**config.mk**
```make
export PLATFORM = sky130hd
export DESIGN_NAME = xmr_cmd_decode
export DESIGN_NICKNAME = d
export VERILOG_FILES = /design/src/rtl/xmr_pkg.sv /design/src/rtl/xmr_cmd_detect.sv /design/src/rtl/xmr_field_check.sv /design/src/rtl/xmr_busy_timer.sv /design/src/rtl/xmr_cmd_decode.sv
export SDC_FILE = /design/constraint.sdc
export NUM_CORES = 1
export LEC_CHECK = 0
export BUFFER_PORTS_ARGS = -buffer_cell sky130_fd_sc_hd__clkbuf_2
export CORE_AREA = 2 2 39 41
export DETAILED_ROUTE_END_ITERATION = 8
export DIE_AREA = 0 0 41 43
export MAX_ROUTING_LAYER = met4
export PLACE_DENSITY = 0.72
export SLEW_MARGIN = 25
export SYNTH_ARGS = -nofsm -noshare
export SYNTH_HDL_FRONTEND = slang
export SYNTH_SLANG_ARGS = --single-unit
```
**constraint.sdc**
```tcl
create_clock -name clk_i -period 2.6 [get_ports clk_i]
set_clock_uncertainty 0.15 [all_clocks]
set_input_delay 0.78 -clock clk_i [delete_from_list [all_inputs] [get_ports clk_i]]
set_output_delay 0.78 -clock clk_i [all_outputs]
set_load 0.05 [all_outputs]
```
**src/rtl/xmr_pkg.sv**
```systemverilog
package xmr_pkg;
  localparam int DLL_BIT    = 0;
  localparam int DRV_LO_BIT = 1;
  localparam int DRV_HI_BIT = 6;

  typedef enum logic [1:0] {
    DRV_NA0     = 2'b00,
    DRV_WEAK    = 2'b01,
    DRV_NA2     = 2'b10,
    DRV_MATCHED = 2'b11
  } drv_e;

  typedef struct packed {
    logic dll_en;
    drv_e drv;
  } xmr_fields_t;
endpackage

```
**src/rtl/xmr_cmd_detect.sv**
```systemverilog
module xmr_cmd_detect (
  input  logic cs_ni,
  input  logic ras_ni,
  input  logic cas_ni,
  input  logic we_ni,
  input  logic ba_sel_i,
  output logic emr_hit_o,
  output logic cmd_o
);
  logic all_low;
  assign all_low   = ~cs_ni & ~ras_ni & ~cas_ni & ~we_ni;
  // ba_sel low with the same strobes addresses the ordinary mode register
  assign emr_hit_o = all_low & ba_sel_i;
  assign cmd_o     = ~cs_ni & ~(ras_ni & cas_ni & we_ni);
endmodule

```
**src/rtl/xmr_field_check.sv**
```systemverilog
module xmr_field_check
  import xmr_pkg::*;
#(
  parameter int ADDR_W = 11,
  parameter int NBANK  = 4
) (
  input  logic [ADDR_W-1:0] addr_i,
  input  logic              ba_hi_i,
  input  logic              cke_i,
  input  logic [NBANK-1:0]  bank_idle_i,
  output xmr_fields_t       fields_o,
  output logic              state_bad_o,
  output logic              code_bad_o,
  output logic              rsvd_bad_o
);
  localparam logic [ADDR_W-1:0] KEEP_MASK =
    ADDR_W'((1 << DLL_BIT) | (1 << DRV_LO_BIT) | (1 << DRV_HI_BIT));

  logic [ADDR_W-1:0] rsvd_bits;

  for (genvar g = 0; g < ADDR_W; g++) begin : g_rsvd
    if (KEEP_MASK[g]) begin : g_keep
      assign rsvd_bits[g] = 1'b0;
    end else begin : g_chk
      assign rsvd_bits[g] = addr_i[g];
    end
  end

  assign fields_o.dll_en = ~addr_i[DLL_BIT];
  assign fields_o.drv    = drv_e'({addr_i[DRV_HI_BIT], addr_i[DRV_LO_BIT]});

  assign state_bad_o = ~cke_i | ~(&bank_idle_i);
  // legal codes both have the low bit set
  assign code_bad_o  = ~addr_i[DRV_LO_BIT];
  assign rsvd_bad_o  = ba_hi_i | (|rsvd_bits);
endmodule

```
**src/rtl/xmr_busy_timer.sv**
```systemverilog
module xmr_busy_timer #(
  parameter int WRITE_CYC = 2
) (
  input  logic clk_i,
  input  logic rst_ni,
  input  logic start_i,
  output logic busy_o
);
  localparam int CNT_W = $clog2(WRITE_CYC + 1);

  logic [CNT_W-1:0] cnt_q;

  always_ff @(posedge clk_i or negedge rst_ni) begin
    if (!rst_ni)              cnt_q <= '0;
    else if (start_i)         cnt_q <= CNT_W'(WRITE_CYC);
    else if (cnt_q != '0)     cnt_q <= cnt_q - 1'b1;
  end

  assign busy_o = (cnt_q != '0);
endmodule

```
**src/rtl/xmr_cmd_decode.sv**
```systemverilog
module xmr_cmd_decode
  import xmr_pkg::*;
#(
  parameter int ADDR_W    = 11,
  parameter int NBANK     = 4,
  parameter int WRITE_CYC = 2
) (
  input  logic              clk_i,
  input  logic              rst_ni,
  input  logic              cke_i,
  input  logic              cs_ni,
  input  logic              ras_ni,
  input  logic              cas_ni,
  input  logic              we_ni,
  input  logic [1:0]        ba_i,
  input  logic [ADDR_W-1:0] addr_i,
  input  logic [NBANK-1:0]  bank_idle_i,
  input  logic              err_clr_i,
  output logic              dll_en_o,
  output logic [1:0]        drive_o,
  output logic              valid_o,
  output logic              busy_o,
  output logic              err_state_o,
  output logic              err_code_o,
  output logic              err_rsvd_o,
  output logic              err_timing_o
);
  logic        emr_hit, any_cmd;
  logic        state_bad, code_bad, rsvd_bad;
  logic        busy, accept;
  logic        set_state, set_code, set_rsvd, set_timing;
  xmr_fields_t fields_new, fields_q;

  xmr_cmd_detect u_detect (
    .cs_ni    (cs_ni),
    .ras_ni   (ras_ni),
    .cas_ni   (cas_ni),
    .we_ni    (we_ni),
    .ba_sel_i (ba_i[0]),
    .emr_hit_o(emr_hit),
    .cmd_o    (any_cmd)
  );

  xmr_field_check #(.ADDR_W(ADDR_W), .NBANK(NBANK)) u_check (
    .addr_i     (addr_i),
    .ba_hi_i    (ba_i[1]),
    .cke_i      (cke_i),
    .bank_idle_i(bank_idle_i),
    .fields_o   (fields_new),
    .state_bad_o(state_bad),
    .code_bad_o (code_bad),
    .rsvd_bad_o (rsvd_bad)
  );

  xmr_busy_timer #(.WRITE_CYC(WRITE_CYC)) u_timer (
    .clk_i  (clk_i),
    .rst_ni (rst_ni),
    .start_i(accept),
    .busy_o (busy)
  );

  // a write during the completion window is only a timing fault
  assign set_timing = any_cmd & busy;
  assign set_state  = emr_hit & ~busy & state_bad;
  assign set_code   = emr_hit & ~busy & code_bad;
  assign set_rsvd   = emr_hit & ~busy & rsvd_bad;
  assign accept     = emr_hit & ~busy & ~state_bad & ~code_bad & ~rsvd_bad;

  always_ff @(posedge clk_i or negedge rst_ni) begin
    if (!rst_ni) begin
      valid_o      <= 1'b0;
      err_state_o  <= 1'b0;
      err_code_o   <= 1'b0;
      err_rsvd_o   <= 1'b0;
      err_timing_o <= 1'b0;
    end else begin
      if (accept) valid_o <= 1'b1;
      err_state_o  <= set_state  | (err_state_o  & ~err_clr_i);
      err_code_o   <= set_code   | (err_code_o   & ~err_clr_i);
      err_rsvd_o   <= set_rsvd   | (err_rsvd_o   & ~err_clr_i);
      err_timing_o <= set_timing | (err_timing_o & ~err_clr_i);
    end
  end

  // contents are undefined until written, so no reset here
  always_ff @(posedge clk_i) begin
    if (accept) fields_q <= fields_new;
  end

  assign dll_en_o = fields_q.dll_en;
  assign drive_o  = fields_q.drv;
  assign busy_o   = busy;
endmodule

```
---- Word level (Yosys, flattened, before mapping) ----
Cells that the tools add are included.
storage, ports and cells
  register bits ........................... 10
  input port bits ......................... 25
  output and inout bits ................... 9
  logic and storage cells ................. 53
operators by class
  add/sub/neg operators ................... 1
  multiplexer cells ....................... 2
  bitwise logic cells ..................... 38
  reductions and logical operators ........ 4
operator list
  cell                 number
  $and 1x1->1          19
  $not 1->1            13
  $reduce_or 8->1      1
  $or 1x1->1           6
  $mux 2               2
  $reduce_and 4->1     1
  $reduce_bool 2->1    2
  $sub 2x1->2 const B  1

---- Logic depth before layout (Yosys ltp) ----
  depth after elaboration ................. 10
  mapped depth ............................ 6
  mapped depth without buffers ............ 5

---- Cells and area by module ----
A second synthesis with hierarchy kept.
unflattened totals
  cells, all modules ...................... 41
  area total of the unflattened synthesis .. 473.0 µm²
by module, submodules not included
  module           instances  cells each  area an instance (µm²)  sequential area each (µm²)
  xmr_cmd_decode   1          17          292.8                   215.2
  xmr_busy_timer   1          11          107.6                   50.0
  xmr_field_check  1          10          53.8                    0.0
  xmr_cmd_detect   1          3           18.8                    0.0

---- Least setup slack after synthesis ----
OpenSTA, ideal clock, no wires.
  kind .................................... input-to-reg
  start point ............................. in cas_ni
  end point ............................... reg fields_q, in the netlist dll_en_o (enable)
  setup time .............................. 0.344 ns
  arrival ................................. 1.590 ns
  data required time ...................... 2.106 ns
  slack ................................... 0.516 ns
  stages .................................. 3
  path buffers ............................ 0
  cells stage by stage .................... nor4_4 -> nand3_2 -> nor4_4
on the way
  cells in the longest elaborated chain, start to end .. 8
ends and longest elaborated chain
  item                      line                  source
  start, declared           xmr_cmd_decode.sv:13  input logic cas_ni,
  $not 1->1                 xmr_cmd_detect.sv:11  assign all_low = ~cs_ni & ~ras_ni & ~cas_ni & ~we_ni;
  $and 1x1->1 (2 in a row)  xmr_cmd_detect.sv:11
  $and 1x1->1               xmr_cmd_detect.sv:13  assign emr_hit_o = all_low & ba_sel_i;
  $and 1x1->1 (4 in a row)  xmr_cmd_decode.sv:67  assign accept = emr_hit & ~busy & ~state_bad & ~code_bad & ~rsvd_bad;
  via accept                xmr_cmd_decode.sv:30  logic busy, accept;
  end signal, assigned      xmr_cmd_decode.sv:87  if (accept) fields_q <= fields_new;
  end, declared             xmr_cmd_decode.sv:32  xmr_fields_t fields_new, fields_q;
The timed path passes the listed nets, and every way through them passes these cells.
A chain may end at the register's enable or synchronous reset.

---- Final worst setup path ----
  start point ............................. reg u_timer.cnt_q[0]
  end point ............................... out busy_o
on the way
  cells in the longest elaborated chain, start to end .. 1
ends and longest elaborated chain
  item                    line                  source
  start, declared         xmr_busy_timer.sv:11  logic [CNT_W-1:0] cnt_q;
  start signal, assigned  xmr_busy_timer.sv:15  else if (start_i) cnt_q <= CNT_W'(WRITE_CYC);
  start signal, assigned  xmr_busy_timer.sv:16  else if (cnt_q != '0) cnt_q <= cnt_q - 1'b1;
  $reduce_bool 2->1       xmr_busy_timer.sv:19  assign busy_o = (cnt_q != '0);
  end, declared           xmr_cmd_decode.sv:22  output logic busy_o,
Every way passes these cells.

==> results.tsv <==
metric	value	unit
pin_count	34	
initial_utilization	34.5	%
crit_type	flop to output port	
crit_fanout	7	
cts_setup_buffers	0	
hold_violations	0	
fp.dieW	41	um
cts_resized	0	
maxCapViolCount	0	
dieHeight	43	um
ctsHoldBuffers	0	
cts_tree	built	
dr.pass1.iters	4	
antenna_found_initial	0	
via_per_inst	4.72	
hold_class	input port to asynchronous set/reset pin	
synth_top_cell_area_share	36.6	%
synthesis.nets	67	
num_vias	439	
setup_tns	0	ps
grt_usage	14.3	%
synth_flop_cell	dfrtp_1	
max_freq	442	MHz
synth_edf_count	3	
grt_max_degree	8	
grt_pass1_vias	429	
synth_area_leaders	dfrtp_1 (37%), edfxtp_1 (19%), nor4_4 (8.9%)	
rsz0062_at_grt	false	
drt_iter0_markers	9	
clk_pin_slew	60	ps
outcome	finished, final reports clean	
layout-drive-gt1-share	51.9	%
grt-ovfl-total	0	
dp_hpwl	938	um
stdcell_area	684	um2
synth_top_cell_by_area	dfrtp_1	
slew_viol_final	0	
clk_latency	240	ps
maxSlewHeadroom	74.0	%
wl	1050	um
synth_cells	41	
n_fill_cell	135	
finalCritPeriodShare	86.9	%
post_drt_wl_per_cell	11.2	um
start_kind	flop	
synth_commonest_cells	dfrtp_1 (7), inv_1 (7), edfxtp_1 (3), nor2_1 (3)	
fin_nets	104	
finalSetupViolCount	0	
yosysUniqueCellTypes	21	
tightest_slew	387	ps
root_buffer	clkbuf_4	
htree_num_levels	1	
drc	0	
fin_util	49.5	%
yosysSeqAreaShare	55.5	%
p_leak	0.000377	uW
syn2layout_area_growth	43.2	%
dieArea	0.00176	mm2
avgSynthCellArea	11.7	um2
synth_seq_cells	10	
cts.sinks	10	
peakVddDrop	0.246	mV
worstPathRequired	1670	ps
syn-cell-area	478	um2
fin_crit	2260	ps
cts_made_buffers	3	
coreArea	0.00138	mm2
arrival	1330	ps
fp-row-count	14	
grt_pass1_wl	1610	um
io_buffers	33	
place.gp.congestion	0.798	
p_per_area	739	mW/mm2
synth_warnings	0	
async_flop_share	70.0	%
ant_nets	0	
end_kind	output port	
cts_buffer_depth	2	
n_antenna_cell	0	
placed_area	658	um2
-- placed cells by master, fill, tap and decap left out, types with 2 or more instances in the layout --
| master | synthesis | layout |
|---|---|---|
| nand2_1 | 2 | 2 |
| edfxtp_1 | 3 | 3 |
| clkbuf_4 | 0 | 3 |
| nor4_4 | 2 | 2 |
| o22ai_1 | 2 | 2 |
| inv_1 | 7 | 7 |
| and3_1 | 2 | 2 |
| dfrtp_1 | 7 | 7 |
| clkbuf_2 | 1 | 33 |
| nor2_1 | 3 | 3 |
-- worst max-delay path: stages (launching register included) --
cell      delay [ps]
dfrtp_1          390
inv_1             70
ha_1             320
inv_1             70
clkbuf_2         240
-- sequential cells by signal, summed over array words and instances, names as in the netlist --
name,count
dll_en_o,1
drive_o,2
err_code_o,1
err_rsvd_o,1
err_state_o,1
err_timing_o,1
u_timer.cnt_q,2
valid_o,1
-- worst paths after layout --
kind / cells after the start / start / slack (ps) / end
max: 4 / u_timer.cnt_q[0] / 340 / busy_o
min: 1 / rst_ni / 200 / valid_o
max reg2reg: 4 / u_timer.cnt_q[0] / 710 / dll_en_o
min reg2reg: 1 / valid_o / 320 / valid_o
max in group asynchronous: 1 / rst_ni / 1920 / err_state_o
min in group clk_i: 1 / valid_o / 320 / valid_o
-- final cells by class --
class / instances / area (um2) / share of cell area [%]
repair buffers: 33 / 165 / 24.1
flip-flops and latches: 10 / 265 / 38.8
clock buffers: 4 / 26.3 / 3.84
multi-input cells: 23 / 181 / 26.5
well taps: 16 / 20.0 / 2.93
inverters: 7 / 26.3 / 3.84
-- cell families (layout without fill, tap and decap cells) --
kind of cell | Yosys count | count (layout) | synth area share, %
XOR/XNOR | 1 | 1 | 1.83
adder cells (fa/ha/maj) | 1 | 1 | 2.62
flip-flops | 10 | 10 | 55.5
AND/OR/NAND/NOR | 15 | 15 | 23.6
buffers and inverters | 8 | 44 | 6.54
AO/OA/AOI/OAI | 6 | 6 | 9.95
-- routing by layer --
metal	track usage, %	wire [um]	share of wire (%)
met1	15.4	375	36
met2	21.9	576	55
met4	8.00	0	0
met5	-	0	0
met3	4.71	93	8.9
-- through the flow --
step                power [uW]  hold WS (ps)  instances  setup slack [ps]
global placement           395           299         89               308
finish                     506           203         93               340
CTS                        514           200         93               327
global route               547           194         93               224
detailed placement         408           305         89               257
floorplan                  345           312         41               516
-- where the power goes --
group | switching, uW | internal [uW] | total, uW
Clock | 44.6 | 58.9 | 103
Sequential | 13.9 | 187 | 201
Combinational | 132 | 69.4 | 201
Total | 190 | 316 | 506
Note: power is estimated with default switching activity, not from simulation.
